### config.mk
export PLATFORM = sky130hd
export DESIGN_NAME = smbase_reloc
export DESIGN_NICKNAME = d
export VERILOG_FILES = /design/src/rtl/smbase_pkg.sv /design/src/rtl/smbase_addr_gen.sv /design/src/rtl/smbase_align_chk.sv /design/src/rtl/smbase_core.sv /design/src/rtl/smbase_reloc.sv
export SDC_FILE = /design/constraint.sdc
export NUM_CORES = 1
export LEC_CHECK = 0
export ABC_AREA = 1
export CAP_MARGIN = 20
export CORE_MARGIN = 1.5
export CORE_UTILIZATION = 28
export CTS_BUF_LIST = sky130_fd_sc_hd__clkbuf_2
export DETAILED_ROUTE_END_ITERATION = 10
export DONT_BUFFER_PORTS = 1
export PLACE_DENSITY = 0.44
export SLEW_MARGIN = 30
export SYNTH_ARGS = -nofsm -noshare
export SYNTH_HDL_FRONTEND = slang
export SYNTH_HIERARCHICAL = 1
export SYNTH_SLANG_ARGS = --single-unit
### constraint.sdc
create_clock -name clk_i -period 5.3 [get_ports clk_i]
set_input_delay 1.06 -clock clk_i [delete_from_list [all_inputs] [get_ports clk_i]]
set_output_delay 1.06 -clock clk_i [all_outputs]
set_load 0.03 [all_outputs]
### src/rtl/smbase_pkg.sv
package smbase_pkg;
  // Index of each derived address in the address generator
  typedef enum int unsigned {
    TAP_HANDLER  = 0,
    TAP_SAVE_LO  = 1,
    TAP_SAVE_HI  = 2,
    TAP_BASE_FLD = 3,
    TAP_REV_FLD  = 4
  } tap_e;

  localparam int unsigned NUM_TAPS = 5;

  function automatic logic [31:0] make_rev_word(input logic io_restart,
                                                 input logic [15:0] version);
    return {14'b0, 1'b1, io_restart, version};
  endfunction
endpackage

### src/rtl/smbase_addr_gen.sv
module smbase_addr_gen #(
  parameter int unsigned AW = 32,
  parameter int unsigned N  = 5,
  parameter logic [N-1:0][AW-1:0] OFS = '0
) (
  input  logic [AW-1:0]        base_i,
  output logic [N-1:0][AW-1:0] addr_o
);
  // One adder per tap, results wrap modulo 2^AW
  for (genvar g = 0; g < N; g++) begin : g_tap
    assign addr_o[g] = base_i + OFS[g];
  end
endmodule

### src/rtl/smbase_align_chk.sv
module smbase_align_chk #(
  parameter int unsigned AW         = 32,
  parameter int unsigned ALIGN_BITS = 15
) (
  input  logic          en_i,
  input  logic [AW-1:0] value_i,
  output logic          misaligned_o
);
  if (ALIGN_BITS == 0) begin : g_none
    assign misaligned_o = 1'b0;
  end else begin : g_chk
    assign misaligned_o = en_i & (|value_i[ALIGN_BITS-1:0]);
  end
endmodule

### src/rtl/smbase_core.sv
module smbase_core #(
  parameter int unsigned   AW       = 32,
  parameter logic [AW-1:0] RST_BASE = 32'h0003_0000
) (
  input  logic          clk_i,
  input  logic          rst_n,
  input  logic          init_i,
  input  logic          smi_entry_i,
  input  logic          resume_i,
  input  logic [AW-1:0] saved_base_i,
  input  logic          misaligned_i,
  input  logic          align_chk_en_i,
  input  logic [AW-1:0] fld_addr_i,
  output logic [AW-1:0] base_q,
  output logic          shut_q,
  output logic          save_vld_q,
  output logic [AW-1:0] save_addr_q,
  output logic [AW-1:0] save_data_q
);
  logic          reload_en;
  logic [AW-1:0] base_d;
  logic          shut_d;
  logic          base_en;

  // Next-state logic
  always_comb begin
    reload_en = resume_i & ~shut_q;
    base_d    = base_q;
    shut_d    = shut_q;
    base_en   = 1'b0;
    if (reload_en) begin
      if (misaligned_i) begin
        shut_d = 1'b1;
      end else begin
        base_d  = saved_base_i;
        base_en = 1'b1;
      end
    end
  end

  // State registers
  always_ff @(posedge clk_i or negedge rst_n) begin
    if (!rst_n) begin
      base_q      <= RST_BASE;
      shut_q      <= 1'b0;
      save_vld_q  <= 1'b0;
      save_addr_q <= '0;
      save_data_q <= '0;
    end else begin
      if (base_en) base_q <= base_d;
      shut_q     <= shut_d;
      save_vld_q <= smi_entry_i;
      if (smi_entry_i) begin
        save_addr_q <= fld_addr_i;
        save_data_q <= base_q;
      end
    end
  end

  // INIT alone never moves the base
  p_init_hold_r2: assert property (@(posedge clk_i) disable iff (!rst_n)
    (init_i && !resume_i) |=> $stable(base_q));

  // entry yields a save write of the base held at entry
  p_save_pulse_r3: assert property (@(posedge clk_i) disable iff (!rst_n)
    smi_entry_i |=> (save_vld_q && save_data_q == $past(base_q)));

  // accepted resume loads the sampled value
  p_reload_r4: assert property (@(posedge clk_i) disable iff (!rst_n)
    (resume_i && !shut_q && !misaligned_i) |=> (base_q == $past(saved_base_i)));

  // misaligned reload under check shuts down and keeps the base
  p_align_shut_r8: assert property (@(posedge clk_i) disable iff (!rst_n)
    (resume_i && align_chk_en_i && !shut_q && misaligned_i) |=> (shut_q && $stable(base_q)));

  // shutdown is sticky and freezes the base
  p_shut_sticky_r9: assert property (@(posedge clk_i) disable iff (!rst_n)
    shut_q |=> (shut_q && $stable(base_q)));
endmodule

### src/rtl/smbase_reloc.sv
module smbase_reloc #(
  parameter logic [31:0] RST_BASE      = 32'h0003_0000,
  parameter logic [31:0] HANDLER_OFS   = 32'h0000_8000,
  parameter logic [31:0] SAVE_LO_OFS   = 32'h0000_FE00,
  parameter logic [31:0] SAVE_HI_OFS   = 32'h0000_FFFF,
  parameter logic [31:0] BASE_FLD_OFS  = 32'h0000_FEF8,
  parameter logic [31:0] REV_FLD_OFS   = 32'h0000_FEFC,
  parameter int unsigned ALIGN_BITS    = 15,
  parameter logic        IO_RESTART_EN = 1'b1,
  parameter logic [15:0] SMM_VERSION   = 16'h0001
) (
  input  logic        clk_i,
  input  logic        rst_ni,
  input  logic        init_i,
  input  logic        align_chk_en_i,
  input  logic        smi_entry_i,
  input  logic        resume_i,
  input  logic [31:0] saved_base_i,
  output logic [31:0] base_o,
  output logic [31:0] handler_o,
  output logic [31:0] save_lo_o,
  output logic [31:0] save_hi_o,
  output logic [31:0] rev_id_o,
  output logic [31:0] rev_addr_o,
  output logic        save_wr_o,
  output logic [31:0] save_addr_o,
  output logic [31:0] save_data_o,
  output logic        shutdown_o
);
  import smbase_pkg::*;

  localparam int unsigned AW = 32;
  localparam logic [NUM_TAPS-1:0][AW-1:0] TAP_OFS =
    {REV_FLD_OFS, BASE_FLD_OFS, SAVE_HI_OFS, SAVE_LO_OFS, HANDLER_OFS};
  localparam logic [31:0] REV_WORD = make_rev_word(IO_RESTART_EN, SMM_VERSION);

  // Reset: asserted asynchronously, released on the clock
  logic rst_meta_q, rst_sync_q;
  always_ff @(posedge clk_i or negedge rst_ni) begin
    if (!rst_ni) begin
      rst_meta_q <= 1'b0;
      rst_sync_q <= 1'b0;
    end else begin
      rst_meta_q <= 1'b1;
      rst_sync_q <= rst_meta_q;
    end
  end

  logic [AW-1:0]               base_q;
  logic                        misaligned;
  logic [NUM_TAPS-1:0][AW-1:0] taps;

  smbase_addr_gen #(
    .AW  (AW),
    .N   (NUM_TAPS),
    .OFS (TAP_OFS)
  ) u_addr (
    .base_i (base_q),
    .addr_o (taps)
  );

  smbase_align_chk #(
    .AW         (AW),
    .ALIGN_BITS (ALIGN_BITS)
  ) u_align (
    .en_i         (align_chk_en_i),
    .value_i      (saved_base_i),
    .misaligned_o (misaligned)
  );

  smbase_core #(
    .AW       (AW),
    .RST_BASE (RST_BASE)
  ) u_core (
    .clk_i          (clk_i),
    .rst_n          (rst_sync_q),
    .init_i         (init_i),
    .smi_entry_i    (smi_entry_i),
    .resume_i       (resume_i),
    .saved_base_i   (saved_base_i),
    .misaligned_i   (misaligned),
    .align_chk_en_i (align_chk_en_i),
    .fld_addr_i     (taps[TAP_BASE_FLD]),
    .base_q         (base_q),
    .shut_q         (shutdown_o),
    .save_vld_q     (save_wr_o),
    .save_addr_q    (save_addr_o),
    .save_data_q    (save_data_o)
  );

  assign base_o     = base_q;
  assign handler_o  = taps[TAP_HANDLER];
  assign save_lo_o  = taps[TAP_SAVE_LO];
  assign save_hi_o  = taps[TAP_SAVE_HI];
  assign rev_addr_o = taps[TAP_REV_FLD];
  assign rev_id_o   = REV_WORD;

  // handler address keeps its fixed distance from the base
  p_handler_r5: assert property (@(posedge clk_i) disable iff (!rst_sync_q)
    (handler_o - base_o) == HANDLER_OFS);

  // save-area window spans a fixed size
  p_window_r6: assert property (@(posedge clk_i) disable iff (!rst_sync_q)
    (save_hi_o - save_lo_o) == (SAVE_HI_OFS - SAVE_LO_OFS));
endmodule

======== Word level (Yosys, flattened, before mapping) ========
Index checks and enable logic that the tools add are counted.
word-level totals
  flip-flop bits (word level) ............. 100
  word-level logic and storage cells ...... 21
cells by class
  $add $sub $neg .......................... 5
  multiplexer cells ....................... 2
  bitwise logic cells ..................... 4
  reductions and logical operators ........ 3
operators with widths
  cell                                             count
  adder 32 x 16 -> 32 bit (second input constant)  5
  OR reduction 15 bit                              1
  AND reduction 3 bit                              1
  bitwise AND 1 bit                                2
  two-way mux 1 bit                                2
  inverter 1 bit                                   2
  AND reduction 2 bit                              1

======== Longest topological paths before layout ========
  word-level depth ........................ 5
  mapped depth ............................ 13
  mapped depth without buffers ............ 12

======== Cells and area by module ========
The synthesis kept the hierarchy.
by module, submodules not included
  module            times used  cells each  area an instance (um2)  seq. area each (um2)
  smbase_core       1           418         3927.5                  2454.9
  smbase_addr_gen   1           639         3320.7                  0.0
  smbase_reloc      1           36          297.8                   50.0
  smbase_align_chk  1           16          61.3                    0.0

======== Least setup slack after synthesis ========
OpenSTA, ideal clock, no wires.
  path type ............................... reg2out
  start ................................... register u_core.base_q[9]
  end ..................................... output rev_addr_o[13]
  data arrival time ....................... 2.278 ns
  slack ................................... 1.962 ns
  cell stages (with the launch flop) ...... 8
  buffers on the path ..................... 1
  cells stage by stage .................... dfrtp_1 > buf_6 > inv_2 > ha_1 > nand2_1 > inv_2 > nand2_1 > o21ai_0
on the way
  word-level cells in the longest chain between the ends .. 1
ends and longest elaborated chain
  item                     RTL line               text
  from (decl)              smbase_core.sv:14      output logic [AW-1:0] base_q,
  from (signal assigned)   smbase_core.sv:50      if (base_en) base_q <= base_d;
  adder 32 x 16 -> 32 bit  smbase_addr_gen.sv:11  assign addr_o[g] = base_i + OFS[g];
  to (decl)                smbase_reloc.sv:24     output logic [31:0] rev_addr_o,
Every way passes these cells.

======== Worst setup path after layout ========
  start ................................... register u_core.base_q[15]
  end ..................................... output save_lo_o[23]
on the way
  word-level cells in the longest chain between the ends .. 1
ends and longest elaborated chain
  item                     RTL line               text
  adder 32 x 16 -> 32 bit  smbase_addr_gen.sv:11
  to (decl)                smbase_reloc.sv:21     output logic [31:0] save_lo_o,
Every way passes these cells.

==> insert_results.sql <==
INSERT INTO impl_metrics (metric_group, metric, value, unit) VALUES
('yosys', 'yosys_warnings', '6', ''),
('worst_setup_path', 'crit_type', 'reg2out', ''),
('grt', 'global_route_usage_over_all_layers', '19.1', '%'),
('final_layout', 'nNetsFinal', '1120', ''),
('timing', 'final_clock_period_utilization_by_the_worst_path', '86.2', '%'),
('grt', 'grt_start_max_net_pins', '130', ''),
('grt', 'number_of_global_route_vias_before_repair', '6388', ''),
('floorplanning', 'core_area', '26800', 'um2'),
('timing', 'hold_viol', '0', ''),
('detailed_routing', 'avgViaCountPerCell', '4.66', ''),
('worst_setup_path', 'critical_path.startpoint_type', 'flip-flop', ''),
('timing', 'final_setup_vio_count', '0', ''),
('power_and_ir_drop', 'share_clk_of_total_power', '34.9', '%'),
('placed_design', 'place.detailed.instances', '1403', ''),
('clock_network', 'htree_num_levels', '3', ''),
('yosys', 'post_synth_num_cell_types', '35', ''),
('detailed_routing', 'ant_nets', '0', ''),
('worst_hold_path', 'min-delay-path-class', 'in2reg', ''),
('worst_setup_path', 'worst_path_largest_cell_delay', '0.98', 'ns'),
('timing', 'layout_setup_ws', '0.731', 'ns'),
('timing', 'transition_time_at_the_pin_with_the_least_slew_margin', '0.966', 'ns'),
('yosys', 'yosys_register_bits', '100', ''),
('yosys', 'synth-compound-area-share', '6.28', '%'),
('yosys', 'post_synth_xor_area_fraction', '7.48', '%'),
('power_and_ir_drop', 'power.density_cell_area', '169', 'nW/um2'),
('floorplanning', 'die_w', '168', 'um'),
('yosys', 'syn-cell-area', '7610', 'um2'),
('placed_design', 'portBuffers', '0', ''),
('grt', 'grt_pass1_wl', '40200', 'um'),
('worst_setup_path', 'timing.critical_path.arrival', '3.51', 'ns'),
('timing', 'maxClockFrequency', '219', 'MHz'),
('grt', 'antenna_violations_before_repair', '1', ''),
('worst_setup_path', 'critical-path-slowest-cell', 'sky130_fd_sc_hd__dfrtp_1', ''),
('detailed_routing', 'drc', '0', ''),
('power_and_ir_drop', 'power.internal', '0.906', 'mW'),
('yosys', 'synth_top_area_share', '32.2', '%'),
('final_layout', 'layout_commonest_cell', 'sky130_fd_sc_hd__nand2_1', ''),
('placed_design', 'pre_cts_slack', '1.39', 'ns'),
('clock_network', 'cts_hold_buffers', '1', ''),
('yosys', 'synth-adder-area-share', '1.32', '%'),
('power_and_ir_drop', 'p_sw_share', '30.9', '%'),
('final_layout', 'cell_count_final_fillers_out', '1422', ''),
('yosys', 'yosys-top-cells-area', 'sky130_fd_sc_hd__dfrtp_1 (32%), sky130_fd_sc_hd__nand2_1 (19%), sky130_fd_sc_hd__xor2_1 (7.4%), sky130_fd_sc_hd__buf_4 (7.3%), sky130_fd_sc_hd__inv_1 (6.6%)', ''),
('clock_network', 'post_cts.repair.setup_buffers', '0', ''),
('final_layout', 'layout.cells.most_common_list', 'sky130_fd_sc_hd__nand2_1 (386), sky130_fd_sc_hd__inv_1 (134), sky130_fd_sc_hd__dfrtp_1 (96)', ''),
('yosys', 'syn-mean-instance-area', '6.86', 'um2'),
('timing', 'skew', '0.0668', 'ns'),
('final_layout', 'synthToLayoutAreaGrowth', '1.91', '%'),
('power_and_ir_drop', 'switchingPower', '0.405', 'mW'),
('worst_setup_path', 'top_fanout_value_on_the_critical_path', '9', ''),
('floorplanning', 'die_y', '168', 'um'),
('final_layout', 'final_layout_size_suffix_gt1_share', '9.36', '%'),
('floorplanning', 'std_cell_rows', '60', ''),
('timing', 'timing_max_transition_violations_final', '0', ''),
('yosys', 'synthesis.instances', '1109', ''),
('clock_network', 'clock_tree_from_tritoncts', 'built', ''),
('run_status', 'outcome', 'finished clean', ''),
('yosys', 'synth.mux.area_fraction', '0', '%'),
('timing', 'setup-tns-final', '0', 'ns'),
('yosys', 'synth_simple_gate_area_share', '34.8', '%'),
('power_and_ir_drop', 'leak_pwr', '4.13', 'nW'),
('yosys', 'synth_top_family_by_area', 'simple AND/OR/NAND/NOR gates', ''),
('timing', 'timing.max_slew.rel_slack', '34.9', '%'),
('yosys', 'synth_top_area_cell', 'sky130_fd_sc_hd__dfrtp_1', ''),
('run', 'max_cap_viol_count', '0', ''),
('worst_setup_path', 'cp_delay_by_family_top', 'flip-flops', ''),
('yosys', 'synth_sequential_area_ratio', '32.9', '%'),
('grt', 'grt_overflow', '0', ''),
('clock_network', 'root_buffer_cell', 'sky130_fd_sc_hd__clkbuf_2', ''),
('power_and_ir_drop', 'max_ir_drop_vdd', '0.124', 'mV'),
('clock_network', 'cts_made_buffers', '9', '');
-- flip-flops by register name, summed over array words and instances (netlist names) --
signal / count
rst_meta_q: 1
u_core/save_vld_q: 1
u_core/save_addr_q: 32
u_core/shut_q: 1
u_core/save_data_q: 32
rst_sync_q: 1
u_core/base_q: 32
-- Yosys cell counts, drive strengths merged --
cell,n
xnor2,1
a21oi,11
nand3,77
dfstp,2
nand4,35
nor3,2
xor2,64
o211ai,1
conb,2
clkbuf,7
buf,96
inv,144
clkinv,1
dfrtp,98
nand2,399
o21ai,77
nand3b,2
nor2,82
ha,8
-- metal layers --
| metal | routed length, um | up-vias | global-route usage (%) |
|---|---|---|---|
| li1 | - | 3264 | - |
| met1 | 11700 | 3098 | 24.3 |
| met2 | 12900 | 242 | 32.4 |
| met3 | 2150 | 16 | 5.55 |
| met4 | 227 | 0 | 3.25 |
| met5 | 0 | - | 0 |
-- power by group through the flow --
stage,clock network [mW],logic (mW),registers [mW]
2_1_floorplan,0,0.0804,0.812
3_3_place_gp,0,0.0515,0.815
3_5_place_dp,0,0.0514,0.815
4_1_cts,0.483,0.0522,0.804
5_1_grt,0.512,0.0568,0.806
6_report,0.458,0.0517,0.802
-- logic make-up (layout without fill, tap and decap cells) --
group | Yosys count | after routing
simple gates | 597 | 597
buf+inv | 248 | 187
flops | 100 | 100
compound gates | 89 | 89
xor+xnor | 65 | 65
fa+ha+maj | 8 | 8
other cells | 2 | 35
-- path summary, 6_finish.rpt --
| path | depth (start not counted) | to | slack (ns) | from |
|---|---|---|---|---|
| worst min-delay path | 0 | u_core/save_vld_q | 0.35 | smi_entry_i |
| worst max register to register | 10 | u_core/save_addr_q[25] | 2.52 | u_core/base_q[15] |
| worst min register to register | 0 | rst_sync_q | 0.40 | rst_meta_q |
| worst max-delay path | 8 | save_lo_o[23] | 0.73 | u_core/base_q[15] |
| min in group asynchronous | 0 | u_core/save_vld_q | 0.43 | rst_sync_q |
| max in group asynchronous | 1 | u_core/base_q[30] | 3.67 | rst_sync_q |
-- layout make-up --
class,count,area share [%]
multi-input combinational,792,50.6
sequential,100,32.4
inverter,145,7.02
tap,341,5.50
timing repair buffer,26,2.55
clock inverter,7,1.32
clock buffer,9,0.581
antenna,2,0.0646
-- through the flow --
stage               utilization (%)  power [mW]  hold WS, ns  area (um2)
finish                         28.9        1.31        0.352        7750
floorplan                         -       0.893        0.331        7720
global route                   28.9        1.37        0.236        7750
CTS                            28.9        1.34        0.287        7750
global placement               28.3       0.866        0.335        7590
detailed placement             28.3       0.866        0.341        7590
Power figures use the tool's default switching activity.
